--- src/rtl/timer_pkg.sv ---
package timer_pkg;
  localparam int SEL_W = 2;
  typedef enum logic [SEL_W-1:0] {
    SEL_CTRL = 2'd0,
    SEL_HI   = 2'd1,
    SEL_LO   = 2'd2,
    SEL_CMP  = 2'd3
  } reg_sel_e;
endpackage

--- src/rtl/timer_ctrl.sv ---
module timer_ctrl
  import timer_pkg::*;
#(
  parameter int W = 32
) (
  input  logic         clk,
  input  logic         rst,
  input  logic         halt_i,
  input  logic         req_valid,
  input  logic         req_write,
  input  reg_sel_e     sel,
  input  logic [W-1:0] wdata,
  output logic         run_en,
  output logic         halt_run,
  output logic [W-1:0] cmp,
  output logic         tick,
  output logic         ld_lo,
  output logic         ld_hi
);
  logic wr;
  assign wr    = req_valid && req_write;
  assign ld_lo = wr && (sel == SEL_LO) && !run_en;
  assign ld_hi = wr && (sel == SEL_HI) && !run_en;
  assign tick  = run_en && (halt_run || !halt_i);

  always_ff @(posedge clk) begin
    if (rst) begin
      run_en   <= 1'b0;
      halt_run <= 1'b0;
      cmp      <= '0;
    end else begin
      if (wr && sel == SEL_CTRL) begin
        run_en   <= wdata[0];
        halt_run <= wdata[1];
      end
      if (wr && sel == SEL_CMP && !run_en)
        cmp <= wdata;
    end
  end

  // limit locked while counting
  a_r8_cmp_locked: assert property (@(posedge clk) disable iff (rst)
    (wr && sel == SEL_CMP && run_en) |=> $stable(cmp));
endmodule

--- src/rtl/timer_count_core.sv ---
module timer_count_core #(
  parameter int W = 32
) (
  input  logic         clk,
  input  logic         rst,
  input  logic         tick,
  input  logic [W-1:0] cmp,
  input  logic         ld_lo,
  input  logic         ld_hi,
  input  logic [W-1:0] wdata,
  output logic [W-1:0] lo,
  output logic [W-1:0] hi
);
  logic [W-1:0] limit;
  logic         at_limit;

  // zero limit selects the full-width prescale
  assign limit    = (cmp == '0) ? '1 : cmp;
  assign at_limit = (lo == limit);

  always_ff @(posedge clk) begin
    if (rst) begin
      lo <= '0;
      hi <= '0;
    end else begin
      if (ld_lo)
        lo <= wdata;
      else if (tick)
        lo <= at_limit ? '0 : lo + 1'b1;
      if (ld_hi)
        hi <= wdata;
      else if (tick && at_limit)
        hi <= hi + 1'b1;
    end
  end

  // wrap and high increment on the same edge
  a_r4_same_edge: assert property (@(posedge clk) disable iff (rst)
    (tick && at_limit && !ld_lo && !ld_hi) |=> (lo == '0 && hi == $past(hi) + 1'b1));
  // plain step
  a_r2_step: assert property (@(posedge clk) disable iff (rst)
    (tick && !at_limit && !ld_lo && !ld_hi) |=> (lo == $past(lo) + 1'b1 && hi == $past(hi)));
  // hold without tick
  a_r7_hold: assert property (@(posedge clk) disable iff (rst)
    (!tick && !ld_lo && !ld_hi) |=> ($stable(lo) && $stable(hi)));
endmodule

--- src/rtl/timer_read_port.sv ---
module timer_read_port
  import timer_pkg::*;
#(
  parameter int W = 32
) (
  input  logic         clk,
  input  logic         rst,
  input  logic         rd_req,
  input  reg_sel_e     sel,
  input  logic [W-1:0] lo,
  input  logic [W-1:0] hi,
  input  logic [W-1:0] cmp,
  input  logic         run_en,
  input  logic         halt_run,
  output logic         rd_valid,
  output logic [W-1:0] rd_data
);
  logic [W-1:0] snap;

  always_ff @(posedge clk) begin
    if (rst) begin
      rd_valid <= 1'b0;
      rd_data  <= '0;
      snap     <= '0;
    end else begin
      rd_valid <= rd_req;
      if (rd_req) begin
        case (sel)
          SEL_CTRL: rd_data <= {{(W-2){1'b0}}, halt_run, run_en};
          SEL_HI: begin
            rd_data <= hi;
            snap    <= lo;
          end
          SEL_LO:  rd_data <= snap;
          SEL_CMP: rd_data <= cmp;
          default: rd_data <= '0;
        endcase
      end
    end
  end

  // high read pairs with low snapshot from the same edge
  a_r6_pair: assert property (@(posedge clk) disable iff (rst)
    (rd_req && sel == SEL_HI) |=> (snap == $past(lo) && rd_data == $past(hi)));
  // low read returns the shadow
  a_r6_shadow: assert property (@(posedge clk) disable iff (rst)
    (rd_req && sel == SEL_LO) |=> (rd_data == $past(snap)));
endmodule

--- src/rtl/wide_tick_timer.sv ---
module wide_tick_timer
  import timer_pkg::*;
#(
  parameter int W = 32
) (
  input  logic             clk,
  input  logic             rst,
  input  logic             halt_i,
  input  logic             req_valid,
  input  logic             req_write,
  input  logic [SEL_W-1:0] req_sel,
  input  logic [W-1:0]     req_wdata,
  output logic             rd_valid,
  output logic [W-1:0]     rd_data
);
  reg_sel_e     sel;
  logic         run_en, halt_run, tick, ld_lo, ld_hi, rd_req;
  logic [W-1:0] cmp, lo, hi;

  assign sel    = reg_sel_e'(req_sel);
  assign rd_req = req_valid && !req_write;

  timer_ctrl #(.W(W)) u_ctrl (
    .clk(clk), .rst(rst), .halt_i(halt_i), .req_valid(req_valid),
    .req_write(req_write), .sel(sel), .wdata(req_wdata), .run_en(run_en),
    .halt_run(halt_run), .cmp(cmp), .tick(tick), .ld_lo(ld_lo), .ld_hi(ld_hi)
  );

  timer_count_core #(.W(W)) u_core (
    .clk(clk), .rst(rst), .tick(tick), .cmp(cmp), .ld_lo(ld_lo),
    .ld_hi(ld_hi), .wdata(req_wdata), .lo(lo), .hi(hi)
  );

  timer_read_port #(.W(W)) u_rd (
    .clk(clk), .rst(rst), .rd_req(rd_req), .sel(sel), .lo(lo), .hi(hi),
    .cmp(cmp), .run_en(run_en), .halt_run(halt_run),
    .rd_valid(rd_valid), .rd_data(rd_data)
  );

  // halt freezes counting unless allowed
  a_r9_halt_freeze: assert property (@(posedge clk) disable iff (rst)
    (run_en && halt_i && !halt_run) |=> ($stable(lo) && $stable(hi)));
endmodule

--- config.mk ---
export PLATFORM = sky130hd
export DESIGN_NAME = wide_tick_timer
export DESIGN_NICKNAME = d
export VERILOG_FILES = /design/src/rtl/timer_pkg.sv /design/src/rtl/timer_ctrl.sv /design/src/rtl/timer_count_core.sv /design/src/rtl/timer_read_port.sv /design/src/rtl/wide_tick_timer.sv
export SDC_FILE = /design/constraint.sdc
export NUM_CORES = 1
export LEC_CHECK = 0
export ABC_AREA = 1
export BUFFER_PORTS_ARGS = -buffer_cell sky130_fd_sc_hd__buf_2
export CAP_MARGIN = 10
export CORE_ASPECT_RATIO = 0.5
export CORE_MARGIN = 3
export CORE_UTILIZATION = 30
export CTS_CLUSTER_DIAMETER = 120
export DETAILED_ROUTE_END_ITERATION = 10
export GPL_TIMING_DRIVEN = 0
export MAX_ROUTING_LAYER = met4
export PLACE_DENSITY_LB_ADDON = 0.05
export SLEW_MARGIN = 20
export SYNTH_ARGS = -nofsm -noshare
export SYNTH_HDL_FRONTEND = slang
export SYNTH_HIERARCHICAL = 1
export SYNTH_SLANG_ARGS = --single-unit
--- constraint.sdc ---
create_clock -name clk -period 3.96 [get_ports clk]
set_clock_uncertainty 0.15 [all_clocks]
set_input_delay 0.396 -clock clk [delete_from_list [all_inputs] [get_ports clk]]
set_output_delay 0.396 -clock clk [all_outputs]
set_load 0.05 [all_outputs]
==> impl_summary.log <==
[metrics] Unique masters post-synth: 41
[metrics] top cell family by delay on the critical path: simple AND/OR/NAND/NOR gates
[metrics] post-detailed-route via-to-cell ratio: 5.28
[metrics] Final Cycle Share: 0.823
[metrics] antenna violations before repair: 4
[metrics] wire length of the first global-routing pass: 66000 um
[metrics] launching point of the worst reg2reg path: u_ctrl/cmp[19]$_SDFFE_PP0P_
[metrics] starting utilization of the core area: 0.308
[metrics] Cell Area, Placed: 10800 sq um
[metrics] fill count: 3543
[metrics] Reg-to-Reg End: u_core/lo[29]$_SDFFE_PP0P_
[metrics] final number of hold-violating endpoints: 0
[metrics] CTS Hold Buffers Added: 0
[metrics] IR drop worst, VDD: 0.000241 V
[metrics] share of synthesized area occupied by flip-flops and latches: 0.330
[metrics] Num Clock Sinks: 163
[metrics] worst reg2reg path depth: 18
[metrics] area leader, netlist: sky130_fd_sc_hd__dfxtp_1
[metrics] hold path cells: 5
[metrics] PostCTS Resize Cnt: 0
[metrics] leading cell types by total area after synthesis: sky130_fd_sc_hd__dfxtp_1 33%, sky130_fd_sc_hd__nand2_1 16%, sky130_fd_sc_hd__nand3_1 11%
[metrics] crit-path cells: nor2_1, nand2_1, nor2_1, nand2_1, nor2_2, buf_4, buf_2, nor2_1, nand2_1, nand2_1, nand2_1, nor2_1, nand2_1, nor2_2, nand2_1, buf_2, nand3b_1, a21oi_1
[metrics] Slew HR: 0.407
[metrics] Antenna Nets Post-Route: 0
[metrics] die outline width: 263 um
[metrics] clock latency on the worst-skew pair: 0.45 ns
[metrics] Worst setup SP type: register
[metrics] Post-Synthesis Net Count: 1608
[metrics] library cell used as clock root buffer: sky130_fd_sc_hd__clkbuf_16
[metrics] critical path data arrival time: 3.48 ns
[metrics] run status: completed
[metrics] most frequent cells in the layout: 432 x sky130_fd_sc_hd__nand2_1, 216 x sky130_fd_sc_hd__nand3_1, 179 x sky130_fd_sc_hd__nor2_1, 163 x sky130_fd_sc_hd__dfxtp_1, 122 x sky130_fd_sc_hd__a21oi_1
[metrics] worst min path class: primary input to register
[metrics] final RePlAce weighted congestion: 0.930
[metrics] die footprint: between 30000 and 40000 sq um
[metrics] Critical Path Max Stage Delay: 0.42 ns
[metrics] routed via count: between 10000 and 15000
[metrics] area of the placeable core: 32100 sq um
[metrics] most common cell after layout, fill and taps aside: sky130_fd_sc_hd__nand2_1
[metrics] clock period minus worst slack: 3.26 ns
[metrics] fin. max-slew vios: 0
[metrics] layout cell share with drive strength beyond 1: 0.116
[metrics] CP Data Required Time: 4.19 ns
[metrics] wire length per cell: 21.7 um
[metrics] row count: 46
[metrics] drt drc: 0
[metrics] CTS H-Tree Depth: 4
[metrics] final-report setup violation count: 0
[metrics] drt first pass iters: 5
[metrics] worst reg2reg setup slack: 0.70 ns
[metrics] post-CTS setup buffer count: 0
[metrics] CP most frequent cell: sky130_fd_sc_hd__nand2_1
[metrics] number of synthesized register bits: 163
[metrics] Max Cap Violations: 0
[metrics] fraction of synthesized cell area taken by the top area cell type: 0.330
[metrics] count of buffering cells on the critical path with inverters included: 3
[metrics] clock slew at reported path FFs: 0.07 ns
[metrics] CTS tree: yes
[metrics] Syn Inst Count: 1567
[metrics] Crit-path slowest cell: sky130_fd_sc_hd__dfxtp_1
[metrics] largest net degree at the start of global routing: 17
[metrics] warning count from the yosys run: 6
[metrics] deepest clock path buffer count: 2
[metrics] gr ovfl total: 0
[metrics] total clock buffers created by CTS: 17
[metrics] actual transition at the worst max-transition pin: a little under 0.9 ns
[metrics] setup_tns: 0 ns
[metrics] vertical die dimension: 134 um
[metrics] leakage power: 4.49 nW
[metrics] Port-buffer cells: between 70 and 80
[metrics] number of nets in the layout: 1698
[metrics] Global Route Usage Sum: 0.262
[metrics] termination of the worst setup path: u_core/lo[29]$_SDFFE_PP0P_
[metrics] area delta synth->final: 15.2%
[metrics] critical path fanouts, max: 10
[metrics] count of cell instances traversed by the critical path: 18
[metrics] Detailed Route Iter0 Violations: 1379
[metrics] RSZ-0062 raised after global routing: false
[metrics] synthesized area: 9880 sq um
[metrics] average size of a mapped cell: roughly 6.3 sq um
[metrics] CP startpoint: u_ctrl/cmp[19]$_SDFFE_PP0P_
[metrics] highest clock rate: 307 MHz
[metrics] classification of the worst setup path: register to register
[metrics] post-route cell area: roughly 11000 sq um
[metrics] power per unit of standard cell area: 367 nW/um^2
[metrics] post-detail-place hpwl: 36500 um
[metrics] count of boundary I/O pins: 72
[metrics] type of element capturing the critical path: register
[metrics] vias in the first global route: 10000
[metrics] final routed wirelength across all metal layers: 45600 um
## cell families (layout without fill, tap and decap cells)
logic type | count (synthesis) | count (layout) | share of synthesized area
flops | 163 | 163 | 0.330
other cells | 0 | 2 | 0
compound gates | 237 | 237 | 0.137
buf+inv | 217 | 320 | 0.104
simple gates | 921 | 921 | 0.402
fa+ha+maj | 2 | 2 | 0.00253
xor+xnor | 27 | 27 | 0.0239
## power breakdown
| group | switching, mW | internal, mW | total [mW] |
|---|---|---|---|
| clock network | 0.782 | 0.987 | 1.77 |
| logic | 0.486 | 0.204 | 0.690 |
| registers | 0.0544 | 1.66 | 1.72 |
## tightest hold or removal path, cell delays in order
cell,delay (ns)
sky130_fd_sc_hd__buf_2,0.14
sky130_fd_sc_hd__inv_1,0.06
sky130_fd_sc_hd__nand3_1,0.06
sky130_fd_sc_hd__nand2_1,0.05
sky130_fd_sc_hd__nor2_1,0.03
## state kept, by name, summed over array words and instances (netlist names)
name             count
u_core/hi           32
u_rd/rd_valid        1
u_rd/rd_data        32
u_ctrl/cmp          32
u_core/lo           32
u_ctrl/halt_run      1
u_ctrl/run_en        1
u_rd/snap           32
## per-layer routing
layer / routed length, um / GRT usage / up-vias
met5: 0 / - / -
li1: - / - / 5334
met2: 17400 / 0.339 / 462
met4: 419 / 0.0541 / 0
met3: 4460 / 0.0612 / 28
met1: 23400 / 0.400 / 5279
## cell type report
cell class / instances / area (sq um) / share of cell area
inverters: 123 / 464 / 0.0408
diodes: 2 / 5.00 / 0.000440
clock buffers: 22 / 474 / 0.0417
multi-input cells: 1187 / 5590 / 0.491
plain buffers: 94 / 562 / 0.0494
clock inverters: 10 / 123 / 0.0108
well taps: 432 / 541 / 0.0475
flip-flops and latches: 163 / 3260 / 0.287
repair buffers: 71 / 355 / 0.0312
## worst min path at each step
stage                                 start                           end  slack (ns)
2_1_floorplan    u_rd/snap[10]$_SDFFE_PP0P_    u_rd/snap[10]$_SDFFE_PP0P_        0.29
3_3_place_gp     u_rd/snap[31]$_SDFFE_PP0P_    u_rd/snap[31]$_SDFFE_PP0P_        0.30
3_5_place_dp   u_rd/rd_data[4]$_SDFFE_PP0P_  u_rd/rd_data[4]$_SDFFE_PP0P_        0.30
4_1_cts                        req_wdata[5]    u_ctrl/cmp[5]$_SDFFE_PP0P_        0.17
5_1_grt                        req_wdata[5]    u_ctrl/cmp[5]$_SDFFE_PP0P_        0.20
6_report                       req_wdata[5]    u_ctrl/cmp[5]$_SDFFE_PP0P_        0.19
## stage by stage
stage                     power, mW  setup slack [ns]   util  instances  hold slack [ns]
after floorplan                2.17              1.73      -       1567            0.290
after global placement         2.43             0.503  0.336       2070            0.298
after detailed placement       2.43             0.477  0.336       2070            0.304
after CTS                      4.19             0.806  0.355       2102            0.167
after global routing           4.33             0.523  0.355       2103            0.198
final                          4.18             0.701  0.355       2104            0.189
## Yosys cell counts, drive strengths merged
library cell,instances
nand2,435
nand3,218
nor2,188
dfxtp,163
a21oi,135
inv,122
buf,61
o21ai,56
clkbuf,33
a22oi,32
nand4,31
nor3,29
xor2,21
nand3b,9
nor4,7
xnor2,6
o21bai,4
a31oi,3
o31ai,3
or2,3
ha,2
a211oi,1
a21o,1
a22o,1
and2,1
clkinv,1
o211ai,1
Power figures use the tool's default switching activity.
